<file path="src/rtl/flash_cmd_pkg.sv">
package flash_cmd_pkg;

    localparam int CTL_W   = 3;
    localparam int OE_BIT  = 0;
    localparam int WE_BIT  = 1;
    localparam int CS_BIT  = 2;
    localparam int WORD_W  = 16;
    localparam int CMD_W   = 8;

    localparam logic [CTL_W-1:0]  CTL_READ    = 3'b101;
    localparam logic [CTL_W-1:0]  CTL_WRITE   = 3'b110;
    localparam logic [CMD_W-1:0]  STATUS_IDLE = 8'h00;
    localparam logic [WORD_W-1:0] CODE_DEVICE = 16'h8893;
    localparam logic [WORD_W-1:0] CODE_MAKER  = 16'h0089;
    localparam logic [WORD_W-1:0] WORD_ERASED = {WORD_W{1'b1}};

    typedef enum logic [2:0] {
        MODE_ARRAY     = 3'd0,
        MODE_STATUS    = 3'd1,
        MODE_IDENT     = 3'd2,
        MODE_PGM_SETUP = 3'd3,
        MODE_ERS_SETUP = 3'd4
    } mode_e;

    typedef struct packed {
        mode_e            mode;
        logic [CMD_W-1:0] stat_buf;
    } fsm_state_t;

    function automatic mode_e decode_cmd(input logic [CMD_W-1:0] cmd);
        mode_e m;
        case (cmd)
            8'h10, 8'h40: m = MODE_PGM_SETUP;
            8'h20:        m = MODE_ERS_SETUP;
            8'h70:        m = MODE_STATUS;
            8'h90:        m = MODE_IDENT;
            default:      m = MODE_ARRAY;
        endcase
        return m;
    endfunction

endpackage

</file>
<file path="src/rtl/flash_cmd_edge.sv">
module flash_cmd_edge
    import flash_cmd_pkg::*;
(
    input  logic             clk,
    input  logic             rst,
    input  logic [CTL_W-1:0] ctl_i,
    output logic             wr_take_o,
    output logic             stat_latch_o
);

    logic [CTL_W-1:0] prev_d, prev_q;

    always_comb begin
        prev_d       = ctl_i;
        wr_take_o    = (ctl_i == CTL_WRITE) && !prev_q[WE_BIT];
        stat_latch_o = (ctl_i[OE_BIT] && !prev_q[OE_BIT]) ||
                       (ctl_i[CS_BIT] && !prev_q[CS_BIT]);
    end

    always_ff @(posedge clk) begin
        if (rst) prev_q <= '0;
        else     prev_q <= prev_d;
    end

endmodule

</file>
<file path="src/rtl/flash_cmd_fsm.sv">
module flash_cmd_fsm
    import flash_cmd_pkg::*;
(
    input  logic             clk,
    input  logic             rst,
    input  logic             wr_take_i,
    input  logic             stat_latch_i,
    input  logic [CMD_W-1:0] cmd_i,
    input  logic [CMD_W-1:0] status_i,
    output mode_e            mode_o,
    output logic [CMD_W-1:0] stat_buf_o
);

    fsm_state_t st_d, st_q;
    logic       in_setup;

    always_comb begin
        st_d     = st_q;
        in_setup = (st_q.mode == MODE_PGM_SETUP) || (st_q.mode == MODE_ERS_SETUP);
        if (stat_latch_i) st_d.stat_buf = status_i;
        if (wr_take_i) begin
            if (in_setup) st_d.mode = MODE_STATUS;
            else          st_d.mode = decode_cmd(cmd_i);
        end
    end

    always_ff @(posedge clk) begin
        if (rst) begin
            st_q.mode     <= MODE_ARRAY;
            st_q.stat_buf <= STATUS_IDLE;
        end else begin
            st_q <= st_d;
        end
    end

    assign mode_o     = st_q.mode;
    assign stat_buf_o = st_q.stat_buf;

endmodule

</file>
<file path="src/rtl/flash_cmd_rdmux.sv">
module flash_cmd_rdmux
    import flash_cmd_pkg::*;
#(
    parameter int ADDR_W      = 8,
    parameter int DEPTH_WORDS = 200
) (
    input  logic [CTL_W-1:0]  ctl_i,
    input  logic [ADDR_W-1:0] addr_i,
    input  mode_e             mode_i,
    input  logic [CMD_W-1:0]  stat_buf_i,
    output logic [WORD_W-1:0] rdata_o
);

    localparam int SPAN = 1 << ADDR_W;

    logic in_range;

    generate
        if (DEPTH_WORDS >= SPAN) begin : g_full
            assign in_range = 1'b1;
        end else begin : g_window
            assign in_range = (32'(addr_i) < DEPTH_WORDS);
        end
    endgenerate

    always_comb begin
        rdata_o = '0;
        if (ctl_i == CTL_READ) begin
            case (mode_i)
                MODE_ARRAY:  if (in_range) rdata_o = WORD_ERASED;
                MODE_STATUS: rdata_o = {{(WORD_W-CMD_W){1'b0}}, stat_buf_i};
                MODE_IDENT: begin
                    if (addr_i == '0)                rdata_o = CODE_DEVICE;
                    else if (addr_i == ADDR_W'(1))   rdata_o = CODE_MAKER;
                end
                default: rdata_o = '0;
            endcase
        end
    end

endmodule

</file>
<file path="src/rtl/flash_cmd_if.sv">
module flash_cmd_if
    import flash_cmd_pkg::*;
#(
    parameter int ADDR_W      = 8,
    parameter int DEPTH_WORDS = 200
) (
    input  logic              clk,
    input  logic              rst,
    input  logic [2:0]        ctl_i,
    input  logic [ADDR_W-1:0] addr_i,
    input  logic [15:0]       wdata_i,
    output logic [15:0]       rdata_o
);

    logic             wr_take;
    logic             stat_latch;
    mode_e            mode_q;
    logic [CMD_W-1:0] stat_buf;

    flash_cmd_edge u_edge (
        .clk          (clk),
        .rst          (rst),
        .ctl_i        (ctl_i),
        .wr_take_o    (wr_take),
        .stat_latch_o (stat_latch)
    );

    flash_cmd_fsm u_fsm (
        .clk          (clk),
        .rst          (rst),
        .wr_take_i    (wr_take),
        .stat_latch_i (stat_latch),
        .cmd_i        (wdata_i[CMD_W-1:0]),
        .status_i     (STATUS_IDLE),
        .mode_o       (mode_q),
        .stat_buf_o   (stat_buf)
    );

    flash_cmd_rdmux #(
        .ADDR_W      (ADDR_W),
        .DEPTH_WORDS (DEPTH_WORDS)
    ) u_rdmux (
        .ctl_i      (ctl_i),
        .addr_i     (addr_i),
        .mode_i     (mode_q),
        .stat_buf_i (stat_buf),
        .rdata_o    (rdata_o)
    );

endmodule

</file>
<file path="config.mk">
export PLATFORM = sky130hd
export DESIGN_NAME = flash_cmd_if
export DESIGN_NICKNAME = d
export VERILOG_FILES = /design/src/rtl/flash_cmd_pkg.sv /design/src/rtl/flash_cmd_edge.sv /design/src/rtl/flash_cmd_fsm.sv /design/src/rtl/flash_cmd_rdmux.sv /design/src/rtl/flash_cmd_if.sv
export SDC_FILE = /design/constraint.sdc
export NUM_CORES = 1
export LEC_CHECK = 0
export ABC_AREA = 1
export BUFFER_PORTS_ARGS = -buffer_cell sky130_fd_sc_hd__clkbuf_2
export CAP_MARGIN = 20
export CORE_AREA = 2 2 39 41
export DETAILED_ROUTE_END_ITERATION = 16
export DIE_AREA = 0 0 41 43
export PLACE_DENSITY = 0.76
export SETUP_SLACK_MARGIN = 0.4
export SLEW_MARGIN = 20
export SYNTH_ARGS = -nofsm -noshare
export SYNTH_HDL_FRONTEND = slang
export SYNTH_SLANG_ARGS = --single-unit
export TNS_END_PERCENT = 20
</file>
<file path="constraint.sdc">
create_clock -name clk -period 1.9 [get_ports clk]
set_input_delay 0.38 -clock clk [delete_from_list [all_inputs] [get_ports clk]]
set_output_delay 0.38 -clock clk [all_outputs]
set_load 0.005 [all_outputs]
</file>
# After elaboration in Yosys (flattened, before gate mapping)
# Cells that the tools add are included.
op_classes:
  addsub: 0
  multipliers: 0
  n_div: 0
  order_cmp: 1
  n_eq_ne: 11
  n_shift: 0
  mux: 7
  n_bitwise: 0
  n_reduce_logical: 6
ops:
  columns: ["operator", "count"]
  rows:
  - ["$mux W16", 3]
  - ["$pmux W16 S2", 1]
  - ["$eq A8 B7 Y1 const B", 2]
  - ["$pmux W3 S4", 1]
  - ["$eq A3 B3 Y1 const B", 3]
  - ["$eq A8 B1 Y1 const B", 1]
  - ["$eq A8 B5 Y1 const B", 1]
  - ["$eq A8 B6 Y1 const B", 1]
  - ["$eq A8 B8 Y1 const B", 1]
  - ["$logic_not A8 Y1", 1]
  - ["$lt A8 B8 Y1 const B", 1]
  - ["$mux W8", 1]
  - ["$eq A3 B2 Y1 const B", 2]
  - ["$logic_not A3 Y1", 1]
  - ["$mux W3", 1]
  - ["$reduce_or A2 Y1", 1]
  - ["$logic_and A1 B1 Y1", 1]
  - ["$logic_not A1 Y1", 1]
  - ["$logic_or A1 B1 Y1", 1]
word_totals:
  register_bits: 5
  latch_bits: 0
  mem_bits_rw: 0
  mem_bits_ro: 0
  output_inout_bits: 16
  elab_cells: 27
  n_memories: 0

# Depth between registers and ports, before layout
# Gate-level depths: netlist (run 1).
logic_depth:
  depth_word: 5
  ltp_mapped: 7
  depth_no_buf: 7

# Cells and area by module
# Synthesis (run 1) repeated with hierarchy kept, for this count alone.
unflattened:
  hier_cells: 160
  area_unflattened_um2: 917.1
by_module_without_submodules:
  columns: ["mod", "n_inst", "cells_each", "area_each_um2", "seq_area_each_um2"]
  rows:
  - ["flash_cmd_fsm", 1, 73, 481.7, 220.2]
  - ["flash_cmd_rdmux", 1, 68, 315.3, 0.0]
  - ["flash_cmd_edge", 1, 18, 116.4, 60.1]
  - ["flash_cmd_if", 1, 1, 3.8, 0.0]

# Worst setup path before layout (run 1)
# Ideal clock, no wire load.
synth_timing:
  path_kind: "input -> output"
  start: "input port addr_i[5]"
  end: "output port rdata_o[10]"
  arrival_time_ns: 1.088
  required_ns: 1.520
  path_slack_ns: 0.432
  stages: 6
  path_buffers: 1
  cell_sequence: "nor2_1 -> nand2_1 -> nand3_1 -> nand4_1 -> inv_1 -> buf_4"
synth_via:
  elab_chain_len: 4
synth_rtl:
  columns: ["element", "line", "source"]
  rows:
  - ["start: declaration", "flash_cmd_if.sv:10", "input logic [ADDR_W-1:0] addr_i,"]
  - ["$lt A8 B8 Y1", "flash_cmd_rdmux.sv:22", "assign in_range = (32'(addr_i) < DEPTH_WORDS);"]
  - ["$mux W16", "flash_cmd_rdmux.sv:30", "MODE_ARRAY: if (in_range) rdata_o = WORD_ERASED;"]
  - ["$pmux W16 S2", "flash_cmd_rdmux.sv:29", "case (mode_i)"]
  - ["$mux W16", "flash_cmd_rdmux.sv:28", "if (ctl_i == CTL_READ) begin"]
  - ["end: declaration", "flash_cmd_if.sv:12", "output logic [15:0] rdata_o"]
# Every way passes these cells.

# Worst setup path in the final report (run 1)
layout_timing:
  start: "register u_fsm.st_q, in the netlist u_fsm.mode_o[2]"
  end: "output port rdata_o[7]"
layout_via:
  elab_chain_len: 3
  elab_cells_between_ends: 4
layout_rtl:
  columns: ["element", "line", "source"]
  rows:
  - ["start: declaration", "flash_cmd_fsm.sv:14", "fsm_state_t st_d, st_q;"]
  - ["start signal: assignment", "flash_cmd_fsm.sv:32", "st_q <= st_d;"]
  - ["$eq A3 B2 Y1 / $logic_not A3 Y1 (equally long branches)", "flash_cmd_rdmux.sv:29", null]
  - ["$pmux W16 S2 *", "flash_cmd_rdmux.sv:29", null]
  - ["$mux W16 *", "flash_cmd_rdmux.sv:28", null]
# Mark *: on every way between the ends. The rest lies on a longest branch, timed or not.

==> results of run 1 <==
==> flip-flops by register name (all words and copies together) (netlist names) <==
name / count
u_fsm.mode_o: 3
u_edge.prev_q: 1
==> cells in the final DEF (no fill, tap or decap) <==
master	count
buf_2	1
nor2b_2	1
inv_1	13
nor2_2	1
nand2_2	2
clkinvlp_2	1
buf_6	1
buf_4	1
nor2_4	3
nand3_1	8
nand4_1	3
a21oi_1	3
dfxtp_1	1
nor3_1	1
nor2_1	12
clkbuf_4	3
inv_2	1
nand3_2	1
dfxtp_2	3
nand2_1	20
clkbuf_2	34
==> worst min-delay path by stage <==
stage                                 startpoint                           end
floorplan                                    rst  u_fsm.mode_o[0]$_SDFFE_PP0P_
global route                                 rst  u_fsm.mode_o[0]$_SDFFE_PP0P_
detailed placement  u_fsm.mode_o[1]$_SDFFE_PP0P_  u_fsm.mode_o[1]$_SDFFE_PP0P_
global placement    u_fsm.mode_o[2]$_SDFFE_PP0P_  u_fsm.mode_o[2]$_SDFFE_PP0P_
CTS                                          rst  u_fsm.mode_o[0]$_SDFFE_PP0P_
finish                                       rst  u_fsm.mode_o[0]$_SDFFE_PP0P_
==> cells by family after synthesis <==
group | Yosys count | synth area share [%]
flip-flops | 4 | 16.84
AO/OA/AOI/OAI | 3 | 3.157
AND/OR/NAND/NOR | 52 | 50.00
buffers and inverters | 26 | 30.00
==> critical path: cells and delay by family, from the launching register on <==
kind          cells  cell delay, ps
buf+inv           1             120
flops             1             330
simple gates      5             550
==> layout make-up <==
class / count / area [µm²]
fillers: 159 / 735.7
repair buffers: 37 / 193.9
repair inverters: 1 / 5.005
multi-input cells: 55 / 270.3
inverters: 14 / 52.55
clock buffers: 3 / 22.52
well taps: 16 / 20.02
flip-flops and latches: 4 / 83.83
==> power groups by stage <==
| stage | Clock, mW | Sequential [mW] | Combinational (mW) |
|---|---|---|---|
| floorplan | 0 | 0.0874 | 0.0395 |
| global placement | 0 | 0.0875 | 0.0653 |
| detailed placement | 0 | 0.0875 | 0.0670 |
| CTS | 0.108 | 0.0862 | 0.0700 |
| global route | 0.115 | 0.0862 | 0.0830 |
| finish | 0.104 | 0.0862 | 0.0719 |
==> what timing repair did <==
action / CTS / global route
resized for setup: 5 / 6
setup buffers: 1 / 0
cloned: 1 / 0
setup endpoints to repair: 16 / 16
hold endpoints to repair: 0 / 0
pin swaps: 5 / 3
==> metrics by stage <==
| stage | hold WS (ps) | total power [mW] | cells |
|---|---|---|---|
| finish | 355.6 | 0.2617 | 130 |
| global route | 359.8 | 0.2842 | 130 |
| CTS | 346.7 | 0.2645 | 130 |
| detailed placement | 511.4 | 0.1545 | 125 |
| global placement | 496.2 | 0.1528 | 125 |
| floorplan | 449.1 | 0.1269 | 85 |
==> metal layers <==
layer  vias up  wire, µm  part of all wire (%)
met2        34       512                    49
met3         0       123                    12
met5         -         0                     0
li1        307         -                     -
met1       244       403                    39
met4         0         0                     0
==> out/qor.yml, run 1 <==
power:
  seqPwrFrac_pct: 32.9
  power_switching_mw: 0.07044
  peakVddDrop_uv: 163.4
  p_int_mw: 0.1913
  p_sw_share_pct: 26.91
  leakage_nw: 0.3789
  power.density_nw_per_um2: 403.8
  pwr-share-comb_pct: 27.5
  p_clk_share_pct: 39.6
drt:
  ant_nets: 0
  routedWlPerCell_um: 7.992
  drt_pass1_iterations: 4
  vias: 585
  via_per_inst: 4.500
  wl_mm: 1.039
  drc: 0
  drtIter0Drc: 9
global_route:
  grt_pass1_wl_mm: 1.628
  grt_overflow: 0
  grt_max_degree: 6
  antenna_found_initial: 0
  gr-usage-met2_pct: 22.50
  top_usage_layer: "met2"
  met1_usage_pct: 13.50
  grt_pass1_vias: 468
  grt_use_total_pct: 13.55
  met3_usage_pct: 4.712
clocking:
  cts_made_buffers: 3
  clockBufferDepth: 2
  path_clk_slew_ps: 40
  cts_root_buf: "clkbuf_4"
  cts_tree: "done"
  h-tree-depth: 1
  cts.sink_count: 4
  clk-insertion-delay-late_ps: 230
  ctsHoldBuffers: 0
timing:
  post-route-min-period_ps: 1618
  fin_skew_ps: 2.646
  setup_viol: 0
  tightest_slew_ps: 194.8
  worst_slack_ps: 281.6
  maxSlewHeadroom_pct: 86.91
  drv_slew: 0
  rsz0062_at_grt: "yes"
  period_share_pct: 85.18
  setup_tns_ps: 0
  hold_viol: 0
  max_freq_mhz: 617.9
synthesis:
  synth_top_area_cell: "buf_4"
  async_reset_ff_share_pct: 0
  netlist_top_cells_area: "buf_4 19%, nand2_1 17%, dfxtp_1 17%, inv_1 11%, nor2_1 10%"
  syn_area_per_cell_um2: 5.594
  yosys.cell_count.top_type: "nand2_1"
  synth.distinct_cells: 13
  synth_area_um2: 475.5
  synth_edf_count: 0
  synth_nets: 114
  ys_ff_latch: 4
  synth.top_cells.by_count: "22 x nand2_1, 14 x inv_1, 13 x nor2_1, 12 x buf_4, 8 x nand3_1"
  synthCells: 85
  ys_seq_area_share_pct: 16.84
  ys.warnings.count: 0
  synth_top_area_share_pct: 18.95
  synth_flop_cell: "dfxtp_1"
die:
  pin_count: 45
  core_um2: 1384
  num_rows: 14
  die-area_um2: 1763
  start_util_pct: 34.36
  die_x_um: 41
  fp.dieH_um: 43
worst_setup_path:
  required_ps: 1520
  arrival_ps: 1240
  crit_path_end: "rdata_o[7]"
  crit_top_cell: "nor2_4"
  r2r_end: "u_fsm.mode_o[2]$_SDFFE_PP0P_"
  critPathMaxStageDelay_ps: 330
  critPathSlowestCell: "dfxtp_2"
  ff2ff_setup_slack_ps: 960
  path_cells: "nor2_4, nand2_2, nor2_4, nand4_1, nand3_1, buf_2"
  crit_path_start_kind: "register"
  critPathMaxFanout: 4
  criticalPathCategory: "register to primary output"
  r2r.worst_path.cells: 5
  critPathLaunch: "u_fsm.mode_o[2]$_SDFFE_PP0P_"
  r2r-start: "u_edge.prev_q[1]$_SDFF_PP0_"
  critPathCaptureType: "primary output"
min_path:
  hold_class: "input pin to register"
  hold_depth: 2
finish:
  layout.nets: 145
  final_core_util_pct: 46.84
  drive_gt1_share_pct: 46.49
  diodes: 0
  syn_to_final_growth_pct: 36.32
  final_area_um2: 648.1
place:
  dp_hpwl_um: 828.7
  pre_cts_ws_ps: 249.7
  place_area_um2: 585.6
  gp_congestion: 0.7548
  port_buffers: 36
run:
  cap_viol_max_count: 0
run_status:
  outcome: "complete, no violations"
No activity file was read; power rests on OpenSTA's default activity.
==> inputs of run 2 (changes only) <==
--- a/config.mk
+++ b/config.mk
@@ -5,13 +5,12 @@
 export SDC_FILE = /design/constraint.sdc
 export NUM_CORES = 1
 export LEC_CHECK = 0
-export ABC_AREA = 1
 export BUFFER_PORTS_ARGS = -buffer_cell sky130_fd_sc_hd__clkbuf_2
 export CAP_MARGIN = 20
 export CORE_AREA = 2 2 39 41
 export DETAILED_ROUTE_END_ITERATION = 16
 export DIE_AREA = 0 0 41 43
-export PLACE_DENSITY = 0.76
+export PLACE_DENSITY = 0.69
 export SETUP_SLACK_MARGIN = 0.4
 export SLEW_MARGIN = 20
 export SYNTH_ARGS = -nofsm -noshare
==> run 2 against run 1 <==
The flow now finishes with violations (setup timing). Clock power about the same. Sequential power increased by 2%. Global-route usage decreased by 1.2 points. Sequential cell count unchanged. First-iteration DRC count decreased by 67%. Non-clock buffer count increased by 2. Highest routed layer is now met4.
==> out/qor.yml, run 2 <==
clocking:
  ctsHoldBuffers: 0  # unchanged
  cts_made_buffers: 3  # unchanged
  path_clk_slew_ps: 40  # about the same
  h-tree-depth: 1  # unchanged
  clockBufferDepth: 2  # unchanged
  cts_root_buf: "clkbuf_4"
  cts.sink_count: 4  # unchanged
  clk-insertion-delay-late_ps: 240  # about the same
  cts_tree: "done"
finish:
  diodes: 0  # unchanged
  drive_gt1_share_pct: 64.63  # +18 points
  layout.nets: 113  # -22%
  final_cell_mix: "31 x clkbuf_2, 5 x nor2_1, 5 x a21oi_1"
  largest_register_ffs: 3  # unchanged
  syn_to_final_growth_pct: 53.48
  final_core_util_pct: 43.85  # -3.0 points
  fin_cells: 98  # -25%
  mostFrequentLayoutCell: "clkbuf_2"
worst_setup_path:
  ff2ff_setup_slack_ps: 760  # -200 ps
  critPathMaxStageDelay_ps: 390  # +60 ps
  path_cells: "clkbuf_2, or3_4, a31o_2, or2_4, o31ai_4, buf_2"
  crit_path_start_kind: "input pin"
  critPathBufInv: 2  # +1
  required_ps: 1520  # about the same
  criticalPathCategory: "input pin to primary output"
  critPathCaptureType: "primary output"
  arrival_ps: 1580  # +340 ps
  critPathMaxFanout: 4  # unchanged
  cp_top_family: "simple AND/OR/NAND/NOR gates"
  critPathSlowestCell: "or3_4"
synthesis:
  ys_seq_area_share_pct: 20.25  # +3.4 points
  syn_area_per_cell_um2: 7.603  # +36%
  synth_top_area_cell: "buf_4"
  synth_top_area_share_pct: 22.78  # +3.8 points
  async_reset_ff_share_pct: 0  # unchanged
  synth_edf_count: 0  # unchanged
  netlist_top_cells_area: "buf_4 23%, dfxtp_1 20%, a21oi_1 6.3%, nor2_1 5.7%, o31ai_1 3.8%"
  synth_area_um2: 395.4  # -17%
  ys.warnings.count: 0  # unchanged
  synth_flop_cell: "dfxtp_1"
  yosys.cell_count.top_type: "buf_4"
  synth_nets: 81  # -29%
  ys_ff_latch: 4  # unchanged
  synth.distinct_cells: 25  # +12
  synth.top_cells.by_count: "12 x buf_4, 6 x nor2_1, 5 x a21oi_1, 4 x dfxtp_1"
  synthCells: 52  # -39%
drt:
  ant_nets: 0  # unchanged
  routedWlPerCell_um: 9.388  # +17%
  drtIter0Drc: 3  # -6
  wl_um: 920  # -11%
  drt_pass1_iterations: 3  # -1
  vias: 480  # -18%
  drc: 0  # unchanged
  via_per_inst: 4.898  # +8.8%
timing:
  max_freq_mhz: 510.7  # -17%
  rsz0062_at_grt: "yes"
  worst_slack_ps: -57.94  # -339.6 ps
  tightest_slew_ps: 251.2  # +56.39 ps
  post-route-min-period_ps: 1958  # +339.6 ps
  drv_slew: 0  # unchanged
  hold_viol: 0  # unchanged
  maxSlewHeadroom_pct: 83.03  # -3.9 points
  setup_viol: 16  # +16
  fin_skew_ps: 2.217  # -0.4294 ps
  period_share_pct: 103.0  # +18 points
  hold_ws_ps: 359.8  # +4.183 ps
die:
  pin_count: 45  # unchanged
  start_util_pct: 28.57  # -5.8 points
  die-area_um2: 1763  # unchanged
  fp.dieH_um: 43  # unchanged
  die_x_um: 41  # unchanged
  core_um2: 1384  # unchanged
  num_rows: 14  # unchanged
min_path:
  hold_class: "input pin to register"
run:
  cap_viol_max_count: 0  # unchanged
global_route:
  grt_max_degree: 10  # +4
  grt_pass1_vias: 415  # -11%
  grt_pass1_wl_mm: 1.469  # -9.8%
  antenna_found_initial: 0  # unchanged
  grt_use_total_pct: 12.35  # -1.2 points
  grt_overflow: 0  # unchanged
place:
  port_buffers: 36  # unchanged
  dp_cells: 94  # -25%
  gp_congestion: 0.6194  # -18%
  dp_hpwl_um: 776  # -6.4%
power:
  leakage_nw: 0.3132  # -17%
  power.density_nw_per_um2: 444.6  # +10%
  peakVddDrop_uv: 260.1  # +59%
run_status:
  outcome: "finished, violations left"
  failed_checks: "setup timing"
run 2: changes by cell type in the layout (fill, tap and decap cells not counted), moves of 3 or more:
cell / previous run / this run
nand2_1: 20 / 1
nor2_1: 12 / 5
buf_2: 1 / 4
nand3_1: 8 / 0
dfxtp_1: 1 / 4
clkbuf_2: 34 / 31
inv_1: 13 / 0
dfxtp_2: 3 / 0
run 2: layer usage:
| metal | track usage (%) | share of wire (%) | up-vias |
|---|---|---|---|
| met5 | 0 | 0 | - |
| li1 | - | - | 236 |
| met4 | 10.00 | 2.5 | 0 |
| met1 | 11.25 | 33 | 217 |
| met3 | 2.094 | 9.9 | 2 |
| met2 | 21.56 | 55 | 25 |
run 2: final timing paths:
path	from	endpoint	depth (start not counted)
max	addr_i[5]	rdata_o[15]	6
min	rst	u_fsm.mode_o[0]$_SDFFE_PP0P_	2
max reg2reg	u_fsm.mode_o[1]$_SDFFE_PP0P_	u_fsm.mode_o[0]$_SDFFE_PP0P_	4
min reg2reg	u_fsm.mode_o[2]$_SDFFE_PP0P_	u_fsm.mode_o[2]$_SDFFE_PP0P_	2
run 2: worst reg2reg max path, cell delays in order, from the launching register on:
cell and delay (ps):
dfxtp_1 350, and3b_1 200, a21oi_1 220, o311a_1 220, nor3_2 40
run 2: report_power, final:
group,internal (mW),switching [mW]
clock,0.0707,0.0357
sequential,0.0866,0.00117
combinational,0.0423,0.0333
total,0.200,0.0702
run 2: timing repair:
item | in CTS | in global routing
setup endpoints to repair | 16 | 16
pin swaps | 1 | 2
buffers inserted | 0 | 1
gates resized for setup | 3 | 10
run 2: cell families after synthesis:
family          share of synthesized area, %
xor+xnor                               2.216
flops                                  20.25
buf+inv                                23.73
compound gates                         16.14
simple gates                           37.66
run 2: stage by stage:
stage	cell area, µm²	total power, mW	setup WS, ps	TNS, ps
floorplan	414.1	0.1288	46.26	0
global placement	539.3	0.1568	-85.64	-589.4
detailed placement	539.3	0.1589	-106.0	-781.9
CTS	574.3	0.2697	-82.30	-633.8
global route	606.8	0.2864	-139.6	-1532
finish	606.8	0.2698	-57.94	-391.9
run 2: final cells by class:
type / count / area, µm²
Fill cell: 152 / 777.0
Sequential cell: 4 / 80.08
Inverter: 1 / 8.758
Clock buffer: 3 / 22.52
Timing Repair Buffer: 39 / 209.0
Multi-Input combinational cell: 35 / 266.5
Tap cell: 16 / 20.02
==> inputs of run 3 (changes only) <==
--- a/config.mk
+++ b/config.mk
@@ -12,6 +12,7 @@
 export DIE_AREA = 0 0 41 43
 export PLACE_DENSITY = 0.69
 export SETUP_SLACK_MARGIN = 0.4
+export SKIP_LAST_GASP = 1
 export SLEW_MARGIN = 20
 export SYNTH_ARGS = -nofsm -noshare
 export SYNTH_HDL_FRONTEND = slang
==> run 3 against run 2 <==
The run still ends with setup timing left. Routed wire length up 0.22%. Die area stayed put. Final area down 0.41%. First-iteration DRC count did not move. Clock power about the same. Sequential cell count stayed put. Clock skew stayed put. Non-clock buffer count is the same. Sequential power barely moved. Power decreased by 0.10%. Combinational power about the same. Clock-buffer cell count unchanged.
==> out/qor.yml, run 3 (synthesis results as in run 2) <==
worst_setup_path:
  crit_path_start_kind: "input pin"
  critPathMaxStageDelay_ps: 530  # +140 ps
  arrival_ps: 1580  # about the same
  criticalPathCategory: "input pin to primary output"
  r2r-start: "u_fsm.mode_o[1]$_SDFFE_PP0P_"
  critPathLaunch: "addr_i[6]"
  required_ps: 1520  # about the same
  critPathMaxFanout: 4  # unchanged
  critPathSlowestCell: "or4_4"
  path_cells: "buf_6, or4_4, nor2_4, nand2_4, o31ai_4, clkbuf_2"
  critPathCaptureType: "primary output"
finish:
  fillers: 152  # unchanged
  multiInputGateArea_um2: 266.5  # unchanged
  syn_to_final_growth_pct: 52.85
  layout.nets: 113  # unchanged
  regArea_um2: 80.08  # unchanged
  diodes: 0  # unchanged
  final_cell_mix: "34 x clkbuf_2, 5 x nor2_1, 5 x a21oi_1"
  largest_register_ffs: 3  # unchanged
  mostFrequentLayoutCell: "clkbuf_2"
  fin_cells: 98  # unchanged
  drive_gt1_share_pct: 64.63  # unchanged
power:
  leakage_nw: 0.3118  # -0.44%
  power.density_nw_per_um2: 446.0  # +0.31%
  p_int_mw: 0.1994  # about the same
  seqPwrFrac_pct: 32.6  # about the same
  p_clk_share_pct: 39.5  # about the same
  p_sw_share_pct: 26.01  # about the same
  power_switching_mw: 0.07009  # -0.13%
  peakVddDrop_uv: 259.7  # -0.17%
  pwr-share-comb_pct: 27.9  # about the same
  power_mw: 0.2695  # -0.10%
global_route:
  antenna_found_initial: 0  # unchanged
  grt_use_total_pct: 12.35  # unchanged
  grt_overflow: 0  # unchanged
  grt_pass1_vias: 415  # unchanged
  grt_max_degree: 10  # unchanged
  grt_pass1_wl_mm: 1.469  # unchanged
drt:
  ant_nets: 0  # unchanged
  wl_um: 922  # +0.22%
  routedWlPerCell_um: 9.408  # +0.22%
  via_per_inst: 4.888  # -0.21%
  drc: 0  # unchanged
  drtIter0Drc: 3  # unchanged
  drt_pass1_iterations: 3  # unchanged
  vias: 479  # -0.21%
run_status:
  failed_checks: "setup timing"
  outcome: "finished, violations left"
timing:
  rsz0062_at_grt: "yes"
  fin_skew_ps: 2.217  # unchanged
  tightest_slew_ps: 251.2  # unchanged
  maxSlewHeadroom_pct: 83.03  # unchanged
  max_freq_mhz: 511.4  # +0.13%
  worst_slack_ps: -55.36  # +2.574 ps
  hold_viol: 0  # unchanged
  period_share_pct: 102.9  # -0.14 points
  post-route-min-period_ps: 1955  # -2.574 ps
  drv_slew: 0  # unchanged
  setup_viol: 16  # unchanged
  setup_tns_ps: -481.1  # -89.21 ps
clocking:
  clockBufferDepth: 2  # unchanged
  cts_root_buf: "clkbuf_4"
  cts_made_buffers: 3  # unchanged
  clk-insertion-delay-late_ps: 240  # about the same
  h-tree-depth: 1  # unchanged
  cts.sink_count: 4  # unchanged
  path_clk_slew_ps: 40  # about the same
  cts_tree: "done"
place:
  dp_hpwl_um: 776  # unchanged
  gp_congestion: 0.6194  # unchanged
  dp_cells: 94  # unchanged
  port_buffers: 36  # unchanged
min_path:
  hold_start: "rst"
  hold_class: "input pin to register"
run:
  cap_viol_max_count: 0  # unchanged
die:
  core_um2: 1384  # unchanged
  fp.dieH_um: 43  # unchanged
  die-area_um2: 1763  # unchanged
  start_util_pct: 28.57  # unchanged
  die_x_um: 41  # unchanged
  pin_count: 45  # unchanged
  num_rows: 14  # unchanged
-- run 3: power by group through the flow --
stage,Combinational [mW],Sequential (mW),Clock [mW]
4_1_cts,0.0709,0.0877,0.110
2_1_floorplan,0.0401,0.0887,0
3_5_place_dp,0.0699,0.0890,0
6_report,0.0753,0.0877,0.106
3_3_place_gp,0.0679,0.0889,0
5_1_grt,0.0854,0.0879,0.113
-- run 3: critical path: cells and delay by family --
| kind | cells | cell delay [ps] |
|---|---|---|
| simple gates | 3 | 720 |
| compound gates | 1 | 220 |
| buf+inv | 2 | 250 |
-- run 3: final timing paths --
path                             endpoint  slack (ps)  cells after the start
max reg2reg  u_fsm.mode_o[0]$_SDFFE_PP0P_         760                      4
max                           rdata_o[15]         -60                      6
min          u_fsm.mode_o[0]$_SDFFE_PP0P_         360                      2
min reg2reg  u_fsm.mode_o[2]$_SDFFE_PP0P_         490                      2
-- run 3: metal layers --
layer | routed length [µm] | up-vias | part of all wire (%) | track usage [%]
met5 | 0 | - | 0 | 0
met4 | 23 | 0 | 2.5 | 10.00
met3 | 90 | 2 | 9.8 | 2.094
met2 | 502 | 25 | 54 | 21.56
met1 | 306 | 217 | 33 | 11.25
li1 | - | 235 | - | -
-- run 3: timing repair --
| action | 4_1_cts | 5_1_grt |
|---|---|---|
| pin swaps | 0 | 2 |
| endpoints found under the setup margin | 16 | 16 |
| buffers inserted | 0 | 1 |
| gates resized for setup | 2 | 7 |
| hold buffers | 0 | 0 |
-- run 3: metrics by stage --
step | util [%] | area (µm²) | hold WS, ps | worst slack [ps]
floorplan | - | 414.1 | 449.1 | 46.26
global placement | 38.97 | 539.3 | 485.2 | -85.64
detailed placement | 38.97 | 539.3 | 486.5 | -106.0
CTS | 41.14 | 569.3 | 357.6 | -83.42
global route | 43.67 | 604.3 | 368.9 | -140.0
finish | 43.67 | 604.3 | 359.8 | -55.36
-- run 3: cell type report --
class / count / share of cell area (%)
clock buffer: 3 / 3.727
tap: 16 / 3.313
multi-input combinational: 35 / 44.10
sequential: 4 / 13.25
timing repair buffer: 39 / 34.58
inverter: 1 / 1.035
